## src/rtl/sg_list_pkg.sv

```systemverilog
package sg_list_pkg;
  localparam int SGB_ENTRY_BYTES = 16;

  typedef enum logic [1:0] {
    SGB_IDLE,
    SGB_TAKE,
    SGB_SPILL,
    SGB_CLOSE
  } sgb_state_t;
endpackage

```

## src/rtl/sg_frag_calc.sv

```systemverilog
module sg_frag_calc #(
  parameter int ADDR_W = 64,
  parameter int LEN_W  = 32,
  parameter int PAGE_W = 12
) (
  input  logic [ADDR_W-1:0] pg_addr,
  input  logic [PAGE_W-1:0] map_offs,
  input  logic [LEN_W-1:0]  rem,
  input  logic [ADDR_W-1:0] prev_end,
  input  logic              have_prev,
  output logic [ADDR_W-1:0] frag_addr,
  output logic [LEN_W-1:0]  frag_len,
  output logic              is_merge
);
  localparam int PAGE_BYTES = 1 << PAGE_W;

  logic [LEN_W-1:0] avail;

  always_comb begin
    avail     = LEN_W'(PAGE_BYTES) - LEN_W'(map_offs);
    frag_addr = pg_addr + ADDR_W'(map_offs);
    frag_len  = (rem < avail) ? rem : avail;
    is_merge  = have_prev && (frag_addr == prev_end);
  end
endmodule

```

## src/rtl/sg_group_buf.sv

```systemverilog
module sg_group_buf #(
  parameter int ADDR_W = 64,
  parameter int LEN_W  = 32,
  parameter int DEPTH  = 7,
  parameter int CNT_W  = 3
) (
  input  logic              clk,
  input  logic              rst_n,
  input  logic              clr,
  input  logic              push,
  input  logic              merge,
  input  logic [ADDR_W-1:0] in_addr,
  input  logic [LEN_W-1:0]  in_len,
  input  logic [CNT_W-1:0]  rd_sel,
  output logic [ADDR_W-1:0] rd_addr,
  output logic [LEN_W-1:0]  rd_len,
  output logic [CNT_W-1:0]  cnt
);
  logic [ADDR_W-1:0] ent_addr [DEPTH];
  logic [LEN_W-1:0]  ent_len  [DEPTH];
  logic [CNT_W-1:0]  cnt_d;

  always_comb begin
    cnt_d = cnt;
    if (clr)       cnt_d = '0;
    else if (push) cnt_d = cnt + CNT_W'(1);
  end

  always_ff @(posedge clk or negedge rst_n) begin
    if (!rst_n) cnt <= '0;
    else        cnt <= cnt_d;
  end

  for (genvar i = 0; i < DEPTH; i++) begin : g_slot
    always_ff @(posedge clk) begin
      if (push && (cnt == CNT_W'(i))) begin
        ent_addr[i] <= in_addr;
        ent_len[i]  <= in_len;
      end else if (merge && (cnt == CNT_W'(i + 1))) begin
        ent_len[i]  <= ent_len[i] + in_len;
      end
    end
  end

  assign rd_addr = ent_addr[rd_sel];
  assign rd_len  = ent_len[rd_sel];
endmodule

```

## src/rtl/sg_list_builder.sv

```systemverilog
module sg_list_builder
  import sg_list_pkg::*;
#(
  parameter int          ADDR_W     = 64,
  parameter int          LEN_W      = 32,
  parameter int          FLAG_W     = 32,
  parameter int          PAGE_W     = 12,
  parameter int          SIZE_W     = 20,
  parameter int          GRP_N      = 8,
  parameter logic [31:0] FLAG_DATA  = 32'h0000_0001,
  parameter logic [31:0] FLAG_CHAIN = 32'h0000_0002,
  parameter logic [31:0] FLAG_END   = 32'h0000_0004,
  localparam int PAGE_BYTES = 1 << PAGE_W,
  localparam int MAX_PAGES  = ((1 << SIZE_W) + 2 * PAGE_BYTES - 2) / PAGE_BYTES,
  localparam int MAX_ENT    = MAX_PAGES + MAX_PAGES / (GRP_N - 1) + 1,
  localparam int IDX_W      = $clog2(MAX_ENT + 1)
) (
  input  logic              clk,
  input  logic              rst_n,
  input  logic              start,
  input  logic [ADDR_W-1:0] cfg_list_base,
  input  logic [PAGE_W-1:0] cfg_first_offs,
  input  logic [SIZE_W-1:0] cfg_total_size,
  input  logic              pg_valid,
  input  logic [ADDR_W-1:0] pg_addr,
  output logic              pg_ready,
  output logic              desc_we,
  output logic [IDX_W-1:0]  desc_idx,
  output logic [ADDR_W-1:0] desc_addr,
  output logic [LEN_W-1:0]  desc_len,
  output logic [FLAG_W-1:0] desc_flags,
  output logic              done
);
  localparam int SLOT_W    = $clog2(GRP_N);
  localparam int GRP_W     = IDX_W - SLOT_W;
  localparam int BUF_N     = GRP_N - 1;
  localparam int GRP_BYTES = GRP_N * SGB_ENTRY_BYTES;
  localparam int GRP_SH    = $clog2(GRP_BYTES);
  localparam int PGCNT_W   = $clog2(MAX_PAGES + 1);

  // reset: asynchronous assertion, synchronous release
  logic [1:0] rst_pipe;
  logic       rst_q_n;
  always_ff @(posedge clk or negedge rst_n) begin
    if (!rst_n) rst_pipe <= 2'b00;
    else        rst_pipe <= {rst_pipe[0], 1'b1};
  end
  assign rst_q_n = rst_pipe[1];

  sgb_state_t         state_q, state_d;
  logic [ADDR_W-1:0]  base_q, base_d, prev_end_q, prev_end_d;
  logic [LEN_W-1:0]   rem_q, rem_d;
  logic [PAGE_W-1:0]  offs_q, offs_d;
  logic [PGCNT_W-1:0] pg_left_q, pg_left_d, pages_calc;
  logic [GRP_W-1:0]   grp_q, grp_d;
  logic [SLOT_W-1:0]  ptr_q, ptr_d, rd_sel, buf_cnt;
  logic               have_prev_q, have_prev_d, done_d;
  logic               push, merge, clr, need_spill, is_merge;
  logic [ADDR_W-1:0]  frag_addr, rd_addr;
  logic [LEN_W-1:0]   frag_len, rd_len;
  logic [SIZE_W+1:0]  span_up;

  sg_frag_calc #(.ADDR_W(ADDR_W), .LEN_W(LEN_W), .PAGE_W(PAGE_W)) u_frag (
    .pg_addr   (pg_addr),
    .map_offs  (offs_q),
    .rem       (rem_q),
    .prev_end  (prev_end_q),
    .have_prev (have_prev_q && (buf_cnt != '0)),
    .frag_addr (frag_addr),
    .frag_len  (frag_len),
    .is_merge  (is_merge)
  );

  sg_group_buf #(.ADDR_W(ADDR_W), .LEN_W(LEN_W), .DEPTH(BUF_N), .CNT_W(SLOT_W)) u_buf (
    .clk     (clk),
    .rst_n   (rst_q_n),
    .clr     (clr),
    .push    (push),
    .merge   (merge),
    .in_addr (frag_addr),
    .in_len  (frag_len),
    .rd_sel  (rd_sel),
    .rd_addr (rd_addr),
    .rd_len  (rd_len),
    .cnt     (buf_cnt)
  );

  always_comb begin
    span_up    = (SIZE_W+2)'(cfg_total_size) + (SIZE_W+2)'(cfg_first_offs)
               + (SIZE_W+2)'(PAGE_BYTES - 1);
    pages_calc = (cfg_total_size == '0) ? '0 : PGCNT_W'(span_up >> PAGE_W);
    need_spill = pg_valid && !is_merge && (buf_cnt == SLOT_W'(BUF_N));
  end

  always_comb begin
    state_d     = state_q;
    base_d      = base_q;
    rem_d       = rem_q;
    offs_d      = offs_q;
    pg_left_d   = pg_left_q;
    grp_d       = grp_q;
    ptr_d       = ptr_q;
    prev_end_d  = prev_end_q;
    have_prev_d = have_prev_q;
    done_d      = 1'b0;
    pg_ready    = 1'b0;
    push        = 1'b0;
    merge       = 1'b0;
    clr         = 1'b0;
    rd_sel      = '0;
    desc_we     = 1'b0;
    desc_idx    = {grp_q, ptr_q};
    desc_addr   = '0;
    desc_len    = '0;
    desc_flags  = '0;
    unique case (state_q)
      SGB_IDLE: if (start) begin
        base_d      = cfg_list_base;
        rem_d       = LEN_W'(cfg_total_size);
        offs_d      = cfg_first_offs;
        pg_left_d   = pages_calc;
        grp_d       = '0;
        ptr_d       = '0;
        have_prev_d = 1'b0;
        clr         = 1'b1;
        state_d     = (pages_calc == '0) ? SGB_CLOSE : SGB_TAKE;
      end
      SGB_TAKE: begin
        pg_ready = !need_spill;
        if (need_spill) begin
          state_d = SGB_SPILL;
          ptr_d   = '0;
        end else if (pg_valid) begin
          push        = !is_merge;
          merge       = is_merge;
          rem_d       = rem_q - frag_len;
          pg_left_d   = pg_left_q - PGCNT_W'(1);
          offs_d      = '0;
          prev_end_d  = frag_addr + ADDR_W'(frag_len);
          have_prev_d = 1'b1;
          if (pg_left_q == PGCNT_W'(1)) begin
            state_d = SGB_CLOSE;
            ptr_d   = '0;
          end
        end
      end
      SGB_SPILL: begin
        desc_we = 1'b1;
        if (ptr_q == '0) begin
          desc_addr  = base_q + ((ADDR_W'(grp_q) + ADDR_W'(1)) << GRP_SH);
          desc_len   = LEN_W'(GRP_BYTES);
          desc_flags = FLAG_W'(FLAG_CHAIN);
        end else begin
          rd_sel     = ptr_q - SLOT_W'(1);
          desc_addr  = rd_addr;
          desc_len   = rd_len;
          desc_flags = FLAG_W'(FLAG_DATA);
        end
        if (ptr_q == SLOT_W'(GRP_N - 1)) begin
          grp_d   = grp_q + GRP_W'(1);
          clr     = 1'b1;
          state_d = SGB_TAKE;
        end else begin
          ptr_d = ptr_q + SLOT_W'(1);
        end
      end
      SGB_CLOSE: begin
        desc_we = 1'b1;
        if (ptr_q == buf_cnt) begin
          desc_flags = FLAG_W'(FLAG_END);
          done_d     = 1'b1;
          state_d    = SGB_IDLE;
        end else begin
          rd_sel     = ptr_q;
          desc_addr  = rd_addr;
          desc_len   = rd_len;
          desc_flags = FLAG_W'(FLAG_DATA);
          ptr_d      = ptr_q + SLOT_W'(1);
        end
      end
      default: state_d = SGB_IDLE;
    endcase
  end

  always_ff @(posedge clk or negedge rst_q_n) begin
    if (!rst_q_n) begin
      state_q     <= SGB_IDLE;
      base_q      <= '0;
      rem_q       <= '0;
      offs_q      <= '0;
      pg_left_q   <= '0;
      grp_q       <= '0;
      ptr_q       <= '0;
      prev_end_q  <= '0;
      have_prev_q <= 1'b0;
      done        <= 1'b0;
    end else begin
      state_q     <= state_d;
      base_q      <= base_d;
      rem_q       <= rem_d;
      offs_q      <= offs_d;
      pg_left_q   <= pg_left_d;
      grp_q       <= grp_d;
      ptr_q       <= ptr_d;
      prev_end_q  <= prev_end_d;
      have_prev_q <= have_prev_d;
      done        <= done_d;
    end
  end
endmodule

```

## config.mk

```make
export PLATFORM = sky130hd
export DESIGN_NAME = sg_list_builder
export DESIGN_NICKNAME = d
export VERILOG_FILES = /design/src/rtl/sg_list_pkg.sv /design/src/rtl/sg_frag_calc.sv /design/src/rtl/sg_group_buf.sv /design/src/rtl/sg_list_builder.sv
export SDC_FILE = /design/constraint.sdc
export NUM_CORES = 2
export LEC_CHECK = 0
export ABC_AREA = 1
export BUFFER_PORTS_ARGS = -buffer_cell sky130_fd_sc_hd__buf_4
export CAP_MARGIN = 10
export CORE_MARGIN = 2
export CORE_UTILIZATION = 45
export DETAILED_ROUTE_END_ITERATION = 12
export SLEW_MARGIN = 15
export SYNTH_ARGS = -nofsm -noshare
export SYNTH_HDL_FRONTEND = slang
export SYNTH_SLANG_ARGS = --single-unit
export TNS_END_PERCENT = 10
```

## constraint.sdc

```tcl
create_clock -name clk -period 17.3 [get_ports clk]
set_clock_uncertainty 0.2 [all_clocks]
set_input_delay 3.46 -clock clk [delete_from_list [all_inputs] [get_ports clk]]
set_output_delay 3.46 -clock clk [all_outputs]
set_load 0.005 [all_outputs]
```

==> results by group <==
Status
  – Status: completed

Logic synthesis
  – Cells after Synth: about 7200
  – Largest family of logic cells by synthesized area: simple AND/OR/NAND/NOR gates
  – Most common cell in the synthesized netlist: nand2_1
  – Yosys top cell area share: 34.5%
  – FF+latch count, synth: 871
  – Sequential share of the synthesized area: 43.0%
  – Synth cell types: 70
  – Top cells by count, synth: nand2_1 (1547), nor2_1 (820), inv_1 (695)
  – Mux share of post-synthesis cell area: 0.0171%
  – EDFF count, synth: 672
  – Mapped Area: 58500 um^2
  – Avg Cell Area, Syn: roughly 8 um^2
  – Synth Area in Compound Gates: 15.9%
  – Ys async rst share: 22.8%
  – Dominant synthesized flop cell: edfxtp_1
  – Largest cells by area after synthesis: edfxtp_1 (34%), nand2_1 (9.9%), dfrtp_1 (8.5%)
  – Post-Synth Simple-Gate Area: 22.1%
  – YS warnings: 0
  – Adder-Cell Fraction of Synth Area: 7.43%
  – XOR/XNOR share of the synthesized area: under 10%
  – Cell taking the most area after synthesis: edfxtp_1

Layout
  – Nets: 8038
  – Area of the multi-input gates: 30200 um^2
  – Reg area: roughly 25000 um^2
  – Area growth syn-to-layout: 13.1%
  – Post-Layout Cell Count: 9363
  – Utilization after layout: around 51%
  – Layout cells sized above 1: 9.36%
  – Fillers: roughly 12000

Clock tree
  – Post-CTS setup buffers: 0
  – CTS max path bufs: 3
  – CTS HTree Levels: 3
  – CTS resizes: 0
  – CTS Root Cell: clkbuf_16
  – Clock transition at the registers of the reported paths: 0.07 ns
  – CTS tree: built
  – Hold Buf Count CTS: 0
  – Sink Count: 871
  – TritonCTS buffer count: 101
  – Worst skew pair latency: 0.75 ns

Die
  – Die Footprint: 133000 um^2
  – # IOs: just over 300
  – Initial Util: 45.3%
  – Die Wd: 365 um
  – Die Span Y: 365 um
  – Row count: 132
  – Core Footprint: 129000 um^2

Timing
  – Final period utilization: a little over three fifths
  – Max Freq: 0.0922 GHz
  – Setup violators final: 0
  – Hold Slack: 0.117 ns
  – Final Max Slew Viols: 0
  – RSZ-0062 raised after global routing: no
  – Setup TNS: 0 ns
  – Worst-Margin Slew: 1.21 ns
  – Fin. Hold Viols: 0
  – Worst relative slew slack: 18.2%
  – Min Tclk post-route: 10.84 ns

Job
  – Max cap viols: 0

Critical path
  – Reg2reg path depth: 30
  – CP top delay family: simple AND/OR/NAND/NOR gates
  – Critical-path cell list: buf_4 -> ha_1 -> inv_1 -> fa_1 -> nor2_1 -> nand3_1 -> nand3_2 -> nand2_1 -> nand2_1 -> nand2_1 -> xnor2_2 -> nand2_1 -> nand2_1 -> nor2_1 -> nand3_1 -> nor2_1 -> nand3_2 -> nand2_1 -> nand2_1 -> inv_1 -> buf_4
  – Crit path launch type: primary input
  – Slowest CP cell: nand3_2
  – R2r endpoint: u_buf.ent_len[4][22]$_DFFE_PP_
  – Crit path DAT: 7.18 ns
  – R2R setup slack: 9.32 ns
  – WP data required: 13.64 ns
  – Worst reg2reg path startpoint: offs_q[2]$_DFFE_PN0P_
  – CP most frequent cell: nand2_1
  – Max incr delay on CP: 0.42 ns
  – Maximum net fanout on the critical path: 12
  – Crit path capture type: primary output
  – CP bufs+invs: 4
  – Critical path type: in2out

Routing
  – Drt drc: 0
  – WL per Instance: 21.3 um
  – Remaining antenna violation count after routing: 0
  – Avg Vias per Cell: 5.54
  – Final wirelength: 199 mm
  – DR vias: 51868
  – Initial DRC Count: 4930
  – Drt first pass iters: 6

Place
  – Routability cong.: between 0.9 and 1
  – PortBufs: 274
  – Inst Count DP: 9172
  – Hpwl dp: 148 mm

Pwr
  – Clock power share: 21.4%
  – Pwr Density: 155 nW/um^2
  – Total leakage power: 28.5 nW
  – Peak supply drop: 0.113 mV
  – Tot Pwr: just over 0.01 W
  – Net Sw Power: between 0.004 and 0.005 W
  – Combinational Power Share: around 50%
  – Switching part of the total: 44.5%
  – Flop pwr share: 28.8%
  – Power Internal: 0.00571 W

Min path
  – Hold crit path type: reg2async

GRT
  – Total congestion overflow: 0
  – Antenna violations before repair: 5
  – Overall Global Routing Usage: between 20% and 30%
  – Largest net degree at the start of global routing: between 150 and 200
  – Number of global-route vias before repair: between 40000 and 50000
  – First-pass GRT wire length: between 200 and 300 mm
layer usage:
metal / GRT usage, % / share of wire [%]
met1: 40.7 / 44
met2: 48.2 / 47
met3: 3.32 / 5.9
met4: 10.0 / 3.3
met5: 0 / 0
flip-flops by register name, indices dropped and copies added, names as in the netlist:
| name | cells |
|---|---|
| u_buf.ent_addr | 448 |
| u_buf.ent_len | 224 |
| base_q | 64 |
| prev_end_q | 64 |
| rem_q | 32 |
| offs_q | 12 |
| pg_left_q | 9 |
| grp_q | 6 |
| ptr_q | 3 |
| u_buf.cnt | 3 |
| rst_pipe | 2 |
| state_q | 2 |
| done | 1 |
| have_prev_q | 1 |
layout by cell type, fill, tap and decap left out, types with 198 or more instances in the layout:
| master | synthesis | routed |
|---|---|---|
| a21oi_1 | 406 | 405 |
| o21ai_0 | 616 | 615 |
| nand2_1 | 1547 | 1546 |
| nand3_1 | 329 | 329 |
| buf_4 | 38 | 332 |
| dfrtp_1 | 199 | 198 |
| inv_1 | 695 | 688 |
| ha_1 | 330 | 330 |
| nor2_1 | 820 | 818 |
| edfxtp_1 | 672 | 672 |
worst max path at each step:
stage                     from                              to  slack [ns]  depth (start not counted)
finish              pg_addr[0]                        pg_ready        6.46                         21
floorplan           pg_addr[0]  u_buf.ent_addr[5][0]$_DFFE_PP_        6.49                         19
global placement    pg_addr[0]                        pg_ready        6.47                         21
CTS                 pg_addr[0]                        pg_ready        6.41                         21
detailed placement  pg_addr[0]                        pg_ready        6.42                         21
global route        pg_addr[0]                        pg_ready        6.15                         21
power by group through the flow:
stage | sequential, W | clock (W) | combinational (W)
after floorplan | 0.00290 | 0 | 0.00345
after global placement | 0.00299 | 0 | 0.00497
after detailed placement | 0.00299 | 0 | 0.00503
after CTS | 0.00295 | 0.00224 | 0.00506
after global routing | 0.00299 | 0.00232 | 0.00567
final | 0.00296 | 0.00220 | 0.00512
final cells by class:
cell class / instances / share of cell area (%)
Clock buffer: 135 / 4.16
Multi-Input combinational cell: 5494 / 45.6
Inverter: 731 / 4.18
Tap cell: 1742 / 3.29
Sequential cell: 871 / 38.0
Clock inverter: 55 / 0.947
Antenna cell: 1 / 0.00378
Timing Repair Buffer: 334 / 3.82
per-stage QoR:
step,setup WS [ns],area [um^2]
after global placement,6.47,62800
after floorplan,6.49,59200
after global routing,6.15,66200
after CTS,6.41,66200
final,6.46,66200
after detailed placement,6.42,62800
worst reg2reg max path, delay by kind of cell (launching register included):
kind | cells | cell delay (ns)
AOI/OAI and AO/OA | 11 | 3.62
adders and majority gates | 3 | 0.93
xor gates and xnor gates | 2 | 0.32
buffers and inverters | 5 | 0.76
and+or+nand+nor | 9 | 1.38
DFF | 1 | 0.49
cell families after synthesis:
kind of cell	count (synthesis)
xor+xnor	312
buf+inv	987
other cells	2
fa+ha+maj	341
simple gates	3068
mux	1
compound gates	1597
flops	871
(Power assumes the default switching activity.)
